File: config.mk
export PLATFORM = sky130hd
export DESIGN_NAME = txbit_serializer
export DESIGN_NICKNAME = d
export VERILOG_FILES = /design/src/rtl/txbit_pkg.sv /design/src/rtl/txbit_rate_gen.sv /design/src/rtl/txbit_byte_buf.sv /design/src/rtl/txbit_ser_fsm.sv /design/src/rtl/txbit_serializer.sv
export SDC_FILE = /design/constraint.sdc
export NUM_CORES = 1
export LEC_CHECK = 0
export BUFFER_PORTS_ARGS = -buffer_cell sky130_fd_sc_hd__buf_2
export CAP_MARGIN = 20
export CORE_MARGIN = 2
export CORE_UTILIZATION = 30
export CTS_BUF_LIST = sky130_fd_sc_hd__clkbuf_16
export DETAILED_ROUTE_END_ITERATION = 8
export PLACE_DENSITY_LB_ADDON = 0.2
export SYNTH_ARGS = -nofsm -noshare
export SYNTH_HDL_FRONTEND = slang
export SYNTH_HIERARCHICAL = 1
export SYNTH_SLANG_ARGS = --single-unit
File: constraint.sdc
create_clock -name clk -period 5.68 [get_ports clk]
set_input_delay 0.852 -clock clk [delete_from_list [all_inputs] [get_ports clk]]
set_output_delay 0.852 -clock clk [all_outputs]
set_load 0.05 [all_outputs]
File: src/rtl/txbit_pkg.sv
package txbit_pkg;

    typedef enum logic [1:0] {
        ST_IDLE   = 2'd0,
        ST_SHIFT  = 2'd1,
        ST_STARVE = 2'd2
    } tx_state_e;

    localparam int unsigned SLOT_NUM = 2;
    localparam int unsigned FILL_W   = 2;

endpackage

File: src/rtl/txbit_rate_gen.sv
module txbit_rate_gen #(
    parameter int unsigned DIV_W = 8
) (
    input  logic             clk,
    input  logic             rst_n,
    input  logic             run,
    input  logic [DIV_W-1:0] rate_div,
    output logic             tick
);

    logic [DIV_W-1:0] cnt_q;

    assign tick = run && (cnt_q == rate_div);

    always_ff @(posedge clk or negedge rst_n) begin
        if (!rst_n) begin
            cnt_q <= '0;
        end else if (!run || tick) begin
            cnt_q <= '0;
        end else begin
            cnt_q <= cnt_q + DIV_W'(1);
        end
    end


    period_step_chk: assert property (@(posedge clk) disable iff (!rst_n)
        (run && !tick) |=> (cnt_q == $past(cnt_q) + DIV_W'(1)));


    period_wrap_chk: assert property (@(posedge clk) disable iff (!rst_n)
        tick |=> (cnt_q == '0));

endmodule

File: src/rtl/txbit_byte_buf.sv
module txbit_byte_buf
    import txbit_pkg::*;
#(
    parameter int unsigned DATA_W = 8
) (
    input  logic              clk,
    input  logic              rst_n,
    input  logic              wr_en,
    input  logic [DATA_W-1:0] wr_data,
    input  logic              pop,
    output logic [DATA_W-1:0] front,
    output logic [DATA_W-1:0] second,
    output logic [FILL_W-1:0] fill,
    output logic              ready
);

    logic [DATA_W-1:0] slot_q [SLOT_NUM];
    logic              wr_ptr_q;
    logic              rd_ptr_q;
    logic [FILL_W-1:0] fill_q;
    logic              wr_ok;

    assign ready  = (fill_q != FILL_W'(SLOT_NUM));
    assign wr_ok  = wr_en && ready;
    assign fill   = fill_q;
    assign front  = slot_q[rd_ptr_q];
    assign second = slot_q[~rd_ptr_q];

    for (genvar g = 0; g < SLOT_NUM; g++) begin : g_slot
        always_ff @(posedge clk or negedge rst_n) begin
            if (!rst_n) begin
                slot_q[g] <= '0;
            end else if (wr_ok && (wr_ptr_q == 1'(g))) begin
                slot_q[g] <= wr_data;
            end
        end
    end

    always_ff @(posedge clk or negedge rst_n) begin
        if (!rst_n) begin
            wr_ptr_q <= 1'b0;
            rd_ptr_q <= 1'b0;
            fill_q   <= '0;
        end else begin
            if (wr_ok) begin
                wr_ptr_q <= ~wr_ptr_q;
            end
            if (pop) begin
                rd_ptr_q <= ~rd_ptr_q;
            end
            unique case ({wr_ok, pop})
                2'b10:   fill_q <= fill_q + FILL_W'(1);
                2'b01:   fill_q <= fill_q - FILL_W'(1);
                default: fill_q <= fill_q;
            endcase
        end
    end


    full_write_drop_chk: assert property (@(posedge clk) disable iff (!rst_n)
        (!ready && wr_en && !pop) |=>
            (!ready && $stable(slot_q[0]) && $stable(slot_q[1])));


    pop_nonempty_chk: assert property (@(posedge clk) disable iff (!rst_n)
        pop |-> (fill_q != '0));

endmodule

File: src/rtl/txbit_ser_fsm.sv
module txbit_ser_fsm
    import txbit_pkg::*;
#(
    parameter int unsigned DATA_W = 8
) (
    input  logic              clk,
    input  logic              rst_n,
    input  logic              tx_en,
    input  logic              tick,
    input  logic [FILL_W-1:0] fill,
    input  logic [DATA_W-1:0] front,
    input  logic [DATA_W-1:0] second,
    output logic              pop,
    output logic              run,
    output logic              tx_bit,
    output logic              underrun
);

    localparam int unsigned     IDX_W   = $clog2(DATA_W);
    localparam logic [IDX_W-1:0] TOP_IDX = IDX_W'(DATA_W - 1);

    tx_state_e         state_q, state_d;
    logic [IDX_W-1:0]  idx_q;
    logic [IDX_W-1:0]  idx_dn;
    logic              held;
    logic              queued;
    logic              byte_end;

    assign held     = (fill != '0);
    assign queued   = (fill == FILL_W'(SLOT_NUM));
    assign idx_dn   = idx_q - IDX_W'(1);
    assign byte_end = (state_q == ST_SHIFT) && tx_en && tick && (idx_q == '0);
    assign pop      = byte_end;
    assign run      = (state_q != ST_IDLE);

    always_comb begin
        state_d = state_q;
        unique case (state_q)
            ST_IDLE: begin
                if (tx_en && held) state_d = ST_SHIFT;
            end
            ST_SHIFT: begin
                if (!tx_en)                  state_d = ST_IDLE;
                else if (byte_end && !queued) state_d = ST_STARVE;
            end
            ST_STARVE: begin
                if (!tx_en)            state_d = ST_IDLE;
                else if (tick && held) state_d = ST_SHIFT;
            end
            default: state_d = ST_IDLE;
        endcase
    end

    always_ff @(posedge clk or negedge rst_n) begin
        if (!rst_n) begin
            state_q <= ST_IDLE;
        end else begin
            state_q <= state_d;
        end
    end

    always_ff @(posedge clk or negedge rst_n) begin
        if (!rst_n) begin
            tx_bit   <= 1'b0;
            idx_q    <= TOP_IDX;
            underrun <= 1'b0;
        end else if (!tx_en) begin
            underrun <= 1'b0;
        end else begin
            unique case (state_q)
                ST_IDLE: begin
                    if (held) begin
                        tx_bit <= front[DATA_W-1];
                        idx_q  <= TOP_IDX;
                    end
                end
                ST_SHIFT: begin
                    if (tick) begin
                        if (idx_q != '0) begin
                            tx_bit <= front[idx_dn];
                            idx_q  <= idx_dn;
                        end else if (queued) begin
                            tx_bit <= second[DATA_W-1];
                            idx_q  <= TOP_IDX;
                        end else begin
                            underrun <= 1'b1;
                        end
                    end
                end
                ST_STARVE: begin
                    if (tick && held) begin
                        tx_bit <= front[DATA_W-1];
                        idx_q  <= TOP_IDX;
                    end
                end
                default: begin
                    underrun <= 1'b0;
                end
            endcase
        end
    end


    hold_between_ticks_chk: assert property (@(posedge clk) disable iff (!rst_n)
        ((state_q != ST_IDLE) && !tick) |=> $stable(tx_bit));


    no_gap_chk: assert property (@(posedge clk) disable iff (!rst_n)
        (byte_end && queued) |=>
            ((state_q == ST_SHIFT) && (tx_bit == $past(second[DATA_W-1]))));


    underrun_entry_chk: assert property (@(posedge clk) disable iff (!rst_n)
        (byte_end && !queued) |=>
            (underrun && (state_q == ST_STARVE) && $stable(tx_bit)));


    halt_chk: assert property (@(posedge clk) disable iff (!rst_n)
        !tx_en |=> ((state_q == ST_IDLE) && !underrun && $stable(tx_bit)));


    idle_quiet_chk: assert property (@(posedge clk) disable iff (!rst_n)
        ((state_q == ST_IDLE) && !held) |=> ($stable(tx_bit) && !underrun));

endmodule

File: src/rtl/txbit_serializer.sv
module txbit_serializer
    import txbit_pkg::*;
#(
    parameter int unsigned DATA_W = 8,
    parameter int unsigned DIV_W  = 8
) (
    input  logic              clk,
    input  logic              rst_n,
    input  logic              wr_en,
    input  logic [DATA_W-1:0] wr_data,
    input  logic [DIV_W-1:0]  rate_div,
    input  logic              tx_en,
    output logic              tx_bit,
    output logic              ready,
    output logic              underrun
);

    logic              tick;
    logic              run;
    logic              pop;
    logic [FILL_W-1:0] fill;
    logic [DATA_W-1:0] front;
    logic [DATA_W-1:0] second;

    txbit_rate_gen #(
        .DIV_W (DIV_W)
    ) u_rate (
        .clk      (clk),
        .rst_n    (rst_n),
        .run      (run),
        .rate_div (rate_div),
        .tick     (tick)
    );

    txbit_byte_buf #(
        .DATA_W (DATA_W)
    ) u_buf (
        .clk     (clk),
        .rst_n   (rst_n),
        .wr_en   (wr_en),
        .wr_data (wr_data),
        .pop     (pop),
        .front   (front),
        .second  (second),
        .fill    (fill),
        .ready   (ready)
    );

    txbit_ser_fsm #(
        .DATA_W (DATA_W)
    ) u_fsm (
        .clk      (clk),
        .rst_n    (rst_n),
        .tx_en    (tx_en),
        .tick     (tick),
        .fill     (fill),
        .front    (front),
        .second   (second),
        .pop      (pop),
        .run      (run),
        .tx_bit   (tx_bit),
        .underrun (underrun)
    );


    ready_release_chk: assert property (@(posedge clk) disable iff (!rst_n)
        (!ready && !pop) |=> !ready);

endmodule

======== After elaboration in Yosys (flattened, before gate mapping) ========
Index checks and enable logic that the tools add are counted.
storage, ports and cells
  input port bits ......................... 20
  flip-flop bits (word level) ............. 35
  output and inout port bits .............. 3
  word-level logic and storage cells ...... 96
operators by class
  add/subtract/negate cells ............... 4
  bitwise logic cells ..................... 4
  reduce and logical (&&, ||, !) cells .... 24
  muxes and demuxes ....................... 33
  $lt $le $gt $ge ......................... 3
  equal/unequal tests ..................... 18
operators by type and width
  operator                                                                      number
  8-bit 2-to-1 mux                                                              7
  3-bit 2-to-1 mux                                                              5
  1-bit logical AND                                                             10
  1-bit 2-to-1 mux                                                              10
  2-bit 2-to-1 mux                                                              5
  3-bit by 2-bit != test with 1-bit output, second input constant               3
  3-bit != test, second input constant                                          3
  3-bit one-hot mux with 3 select lines                                         1
  8-bit by 1-bit adder with 8-bit output, second input constant                 1
  8-bit == test                                                                 1
  2-bit by 1-bit != test with 1-bit output, second input constant               4
  2-bit == test, second input constant                                          3
  2-bit one-hot mux with 3 select lines                                         1
  6-bit AND reduction                                                           1
  2-bit nonzero test                                                            3
  3-bit nonzero test                                                            2
  2-bit by 1-bit == test with 1-bit output, second input constant               2
  2-bit >= comparator, second input constant                                    2
  3-bit by 4-bit less-than comparator with 1-bit output, second input constant  1
  2-bit != test, second input constant                                          2
  1-bit inverter with 2-bit output                                              2
  2-bit one-hot mux with 2 select lines                                         1
  4-bit AND reduction                                                           1
  1-bit binary-select mux with 3-bit select                                     1
  other kinds (12)                                                              14

======== Depth between registers and ports, before layout ========
  word-level depth ........................ 9
  depth in mapped cells ................... 10
  gate-level depth less buffers ........... 9

======== Hierarchy ========
The synthesis kept the hierarchy.
by module, submodules not included
  module          area an instance (µm²)  cells an instance  seq. area each (µm²)  times used
  txbit_byte_buf  1,051.0                 67                 500.5                 1
  txbit_ser_fsm   525.5                   49                 178.9                 1
  txbit_rate_gen  500.5                   46                 200.2                 1

======== Least setup slack after synthesis ========
No wires, ideal clock.
  path type ............................... input -> register
  from .................................... input rate_div[7]
  to ...................................... register u_buf.fill_q[1] (netlist: u_buf/fill[1])
  data arrival time ....................... 2,712 ps
  path buffers ............................ 0
  setup slack ............................. 2,889 ps
  data required time ...................... 5,601 ps
  library setup time ...................... 79 ps
  stages on the path ...................... 8
  cells stage by stage .................... xor2_2 -> nor4_2 -> and3_1 -> and3b_1 -> and3_1 -> ha_1 -> nor2_1 -> xor2_1
between the ends
  word-level cells in the longest chain between the ends .. 6
RTL lines
  what                                                                                RTL line                RTL
  from (decl)                                                                         txbit_serializer.sv:11  input logic [DIV_W-1:0] rate_div,
  8-bit == test (*)                                                                   txbit_rate_gen.sv:13    assign tick = run && (cnt_q == rate_div);
  1-bit logical AND (*)                                                               txbit_rate_gen.sv:13
  named net tick                                                                      txbit_serializer.sv:18  logic tick;
  1-bit logical AND (*) (2 in a row)                                                  txbit_ser_fsm.sv:32     assign byte_end = (state_q == ST_SHIFT) && tx_en && tick && (idx_q == '0);
  named net pop                                                                       txbit_serializer.sv:20  logic pop;
  2-bit by 1-bit == test with 1-bit output / 2-bit == test (equally long branches)    txbit_byte_buf.sv:51    unique case ({wr_ok, pop})
  2-bit one-hot mux with 2 select lines / 2-bit nonzero test (equally long branches)  -
  to (signal assigned)                                                                txbit_byte_buf.sv:52    2'b10: fill_q <= fill_q + FILL_W'(1);
  to (signal assigned)                                                                txbit_byte_buf.sv:53    2'b01: fill_q <= fill_q - FILL_W'(1);
  to (signal assigned)                                                                txbit_byte_buf.sv:54    default: fill_q <= fill_q;
  to (decl)                                                                           txbit_byte_buf.sv:20    logic [FILL_W-1:0] fill_q;
Mark *: on every way through the listed nets, which the timed path passes. The rest lies on a longest branch.
A chain may end at the register's enable or synchronous reset.

======== Worst setup path after layout ========
Ends and elaborated chain as after synthesis.

==> results by group <==
Status
  • Outcome: completed

Clocking
  • Post-CTS Hold Buffers: 0
  • TritonCTS clock tree: done
  • Clk pin slew, worst setup/hold paths: around 0.05 ns
  • Bufs on Longest Clock Path: 2
  • Clk Latency, worst-skew pair: 0.28 ns
  • CTS Buf Count: 5
  • Post-CTS setup buffer count: 0
  • Root Driver: clkbuf_16
  • Num Clock Sinks: 35
  • H-tree depth: 2
  • Post-CTS sizing: 0

Critical path
  • Worst Reg2Reg Path Length in Cells: 8
  • Crit path capture type: register
  • Bufs and invs on worst path: 1
  • FF-to-FF Start: u_rate/cnt_q[3]
  • CP Launch Type: primary input
  • Worst endpoint required time: between 5 and 6 ns
  • Top delay family on crit path: simple AND/OR/NAND/NOR gates
  • Slowest-stage cell, CP: nor4_2
  • Worst path depth: 9
  • Kind of critical path: in2reg
  • RR Endpoint: u_buf/fill[1]
  • CP cell instances: buf_2 > xor2_2 > nor4_2 > and3_1 > and3b_1 > and3_1 > ha_1 > nor2_1 > xor2_1
  • Cell repeated most along the worst path: and3_1
  • Crit path largest cell delay: around 0.77 ns
  • Arrival time worst endpoint: 3.22 ns
  • R2r setup slk: between 2 and 3 ns
  • Maximum fanout along the worst path: 9

Routing
  • DRC viols: 0
  • DRT Pass-1 Iters: 4
  • Via count: about 1,300
  • DRT antenna net count: 0
  • Routed WL: 3770 um
  • Vias per cell: approximately 5.0
  • Routed len/inst: 14.7 um
  • First-iteration detailed-routing DRC count: 57

Power and ir drop
  • Clock power frac: between 20% and 30%
  • Leak: 1.06 nW
  • Switching Share: 29.7%
  • Psw: between 300 and 400 uW
  • Sequential Power Share: between 30% and 40%
  • Pint: approximately 780 uW
  • PwrDens: 475 nW/um2
  • Worst IR Drop VDD: 0.000197 V
  • Comb power frac: a little over a third

Die
  • Initial Utilization: about 31%
  • IO Count: 23
  • Num rows: 29
  • Core Box Area: approximately 6400 um2
  • Die area: 7330 um2
  • DIE HEIGHT: roughly 86 um
  • Die Width: between 80 and 90 um

Timing
  • Worst Skew: 0.00607 ns
  • Slew Limit Fails: 0
  • Worst-margin pin slew: 0.856 ns
  • Normalized max-slew margin: between 40% and 50%
  • Fmax: 331 MHz
  • Final setup TNS: 0 ns
  • Period Utilization, post-route: a little over half
  • Final Critical Period: roughly 3 ns
  • Final hold violation count: 0
  • RSZ-0062 raised after global routing: false
  • Endpoints failing setup: 0

Final layout
  • Area occupied by registers: ~880 um2
  • Fin area: 2320 um2
  • Layout cell share with drive strength beyond 1: 36.3%
  • N_diodes: 0
  • Commonest non-fill, non-tap cell in the layout: dfrtp_1
  • Area Growth Syn to Fin: 16.0%
  • Area of the multi-input gates: ~1100 um2
  • Commonest cells after routing, fill and taps aside: dfrtp_1 (32), buf_2 (22), mux2_4 (16), mux2_2 (10), xor2_1 (10)
  • NumNets Final: between 200 and 250
  • FILL cells: 624

Min path
  • Hold path cells: 1
  • Hold Path Class: reg2reg
  • Worst hold start: u_buf/wr_ptr_q
  • Min-Delay Endpoint: u_buf/wr_ptr_q

Global route
  • Largest net degree at the start of global routing: 36
  • First-pass GRT wire length: 6610 um
  • Overflow after GRT: 0
  • GRT Resource Usage Total: 11.5%
  • Initial antenna violation count: 0
  • Vias in the first global route: around 1,400

Placed design
  • GP Congestion: 0.875
  • DP HPWL: between 2000 and 3000 um
  • Dpl cell area: 2160 um2
  • I/O Buffers: 22

Synthesis
  • Syn nets: 179
  • Mapped cell area: 2000 um2
  • Avg Cell Area, Syn: approximately 13 um2
  • Mapped Cells: around 160
  • YS warnings: 6

Run
  • Max Cap Viol: 0
-- through the flow --
step	power, mW	util (%)	std cells	hold WS [ns]	worst slack (ns)
global placement	0.794	33.8	248	0.482	2.50
finish	1.10	36.3	256	0.492	2.66
detailed placement	0.809	33.8	248	0.491	2.41
floorplan	0.733	-	155	0.461	2.89
CTS	1.12	36.3	256	0.500	2.69
global route	1.18	36.3	256	0.525	2.53
-- power by group through the flow --
stage	registers (mW)	logic, mW	clock network [mW]
after floorplan	0.411	0.322	0
after global placement	0.413	0.381	0
after detailed placement	0.421	0.388	0
after CTS	0.418	0.391	0.312
after global routing	0.431	0.423	0.324
final	0.416	0.384	0.302
-- metal layers --
metal,global-route usage (%),share of wire (%),vias up
li1,-,-,618
met1,15.4,49,629
met2,17.4,45,16
met3,3.27,4.0,6
met4,4.76,1.8,0
met5,0,0,-
-- worst max path at each step --
stage | start | to
2_1_floorplan | rate_div[7] | u_buf/fill[1]
3_3_place_gp | rate_div[7] | u_buf/fill[1]
3_5_place_dp | rate_div[7] | u_buf/fill[1]
4_1_cts | rate_div[7] | u_buf/fill[1]
5_1_grt | rate_div[7] | u_buf/fill[1]
6_report | rate_div[7] | u_buf/fill[1]
-- sequential cells by signal, summed over array words and instances, names as in the netlist --
register	cells
u_buf/slot_q	16
u_fsm/idx_q	3
u_fsm/tx_bit	1
u_buf/wr_ptr_q	1
u_fsm/state_q	2
u_buf/fill	2
u_rate/cnt_q	8
u_fsm/underrun	1
u_buf/rd_ptr_q	1
-- final cells by class --
type,instances,share of cell area (%)
Clock inverter,3,1.62
Timing Repair Buffer,22,4.75
Sequential cell,35,37.9
Clock buffer,5,5.40
Inverter,5,0.809
Multi-Input combinational cell,109,45.3
Tap cell,77,4.16
No activity file was read; power rests on OpenSTA's default activity.
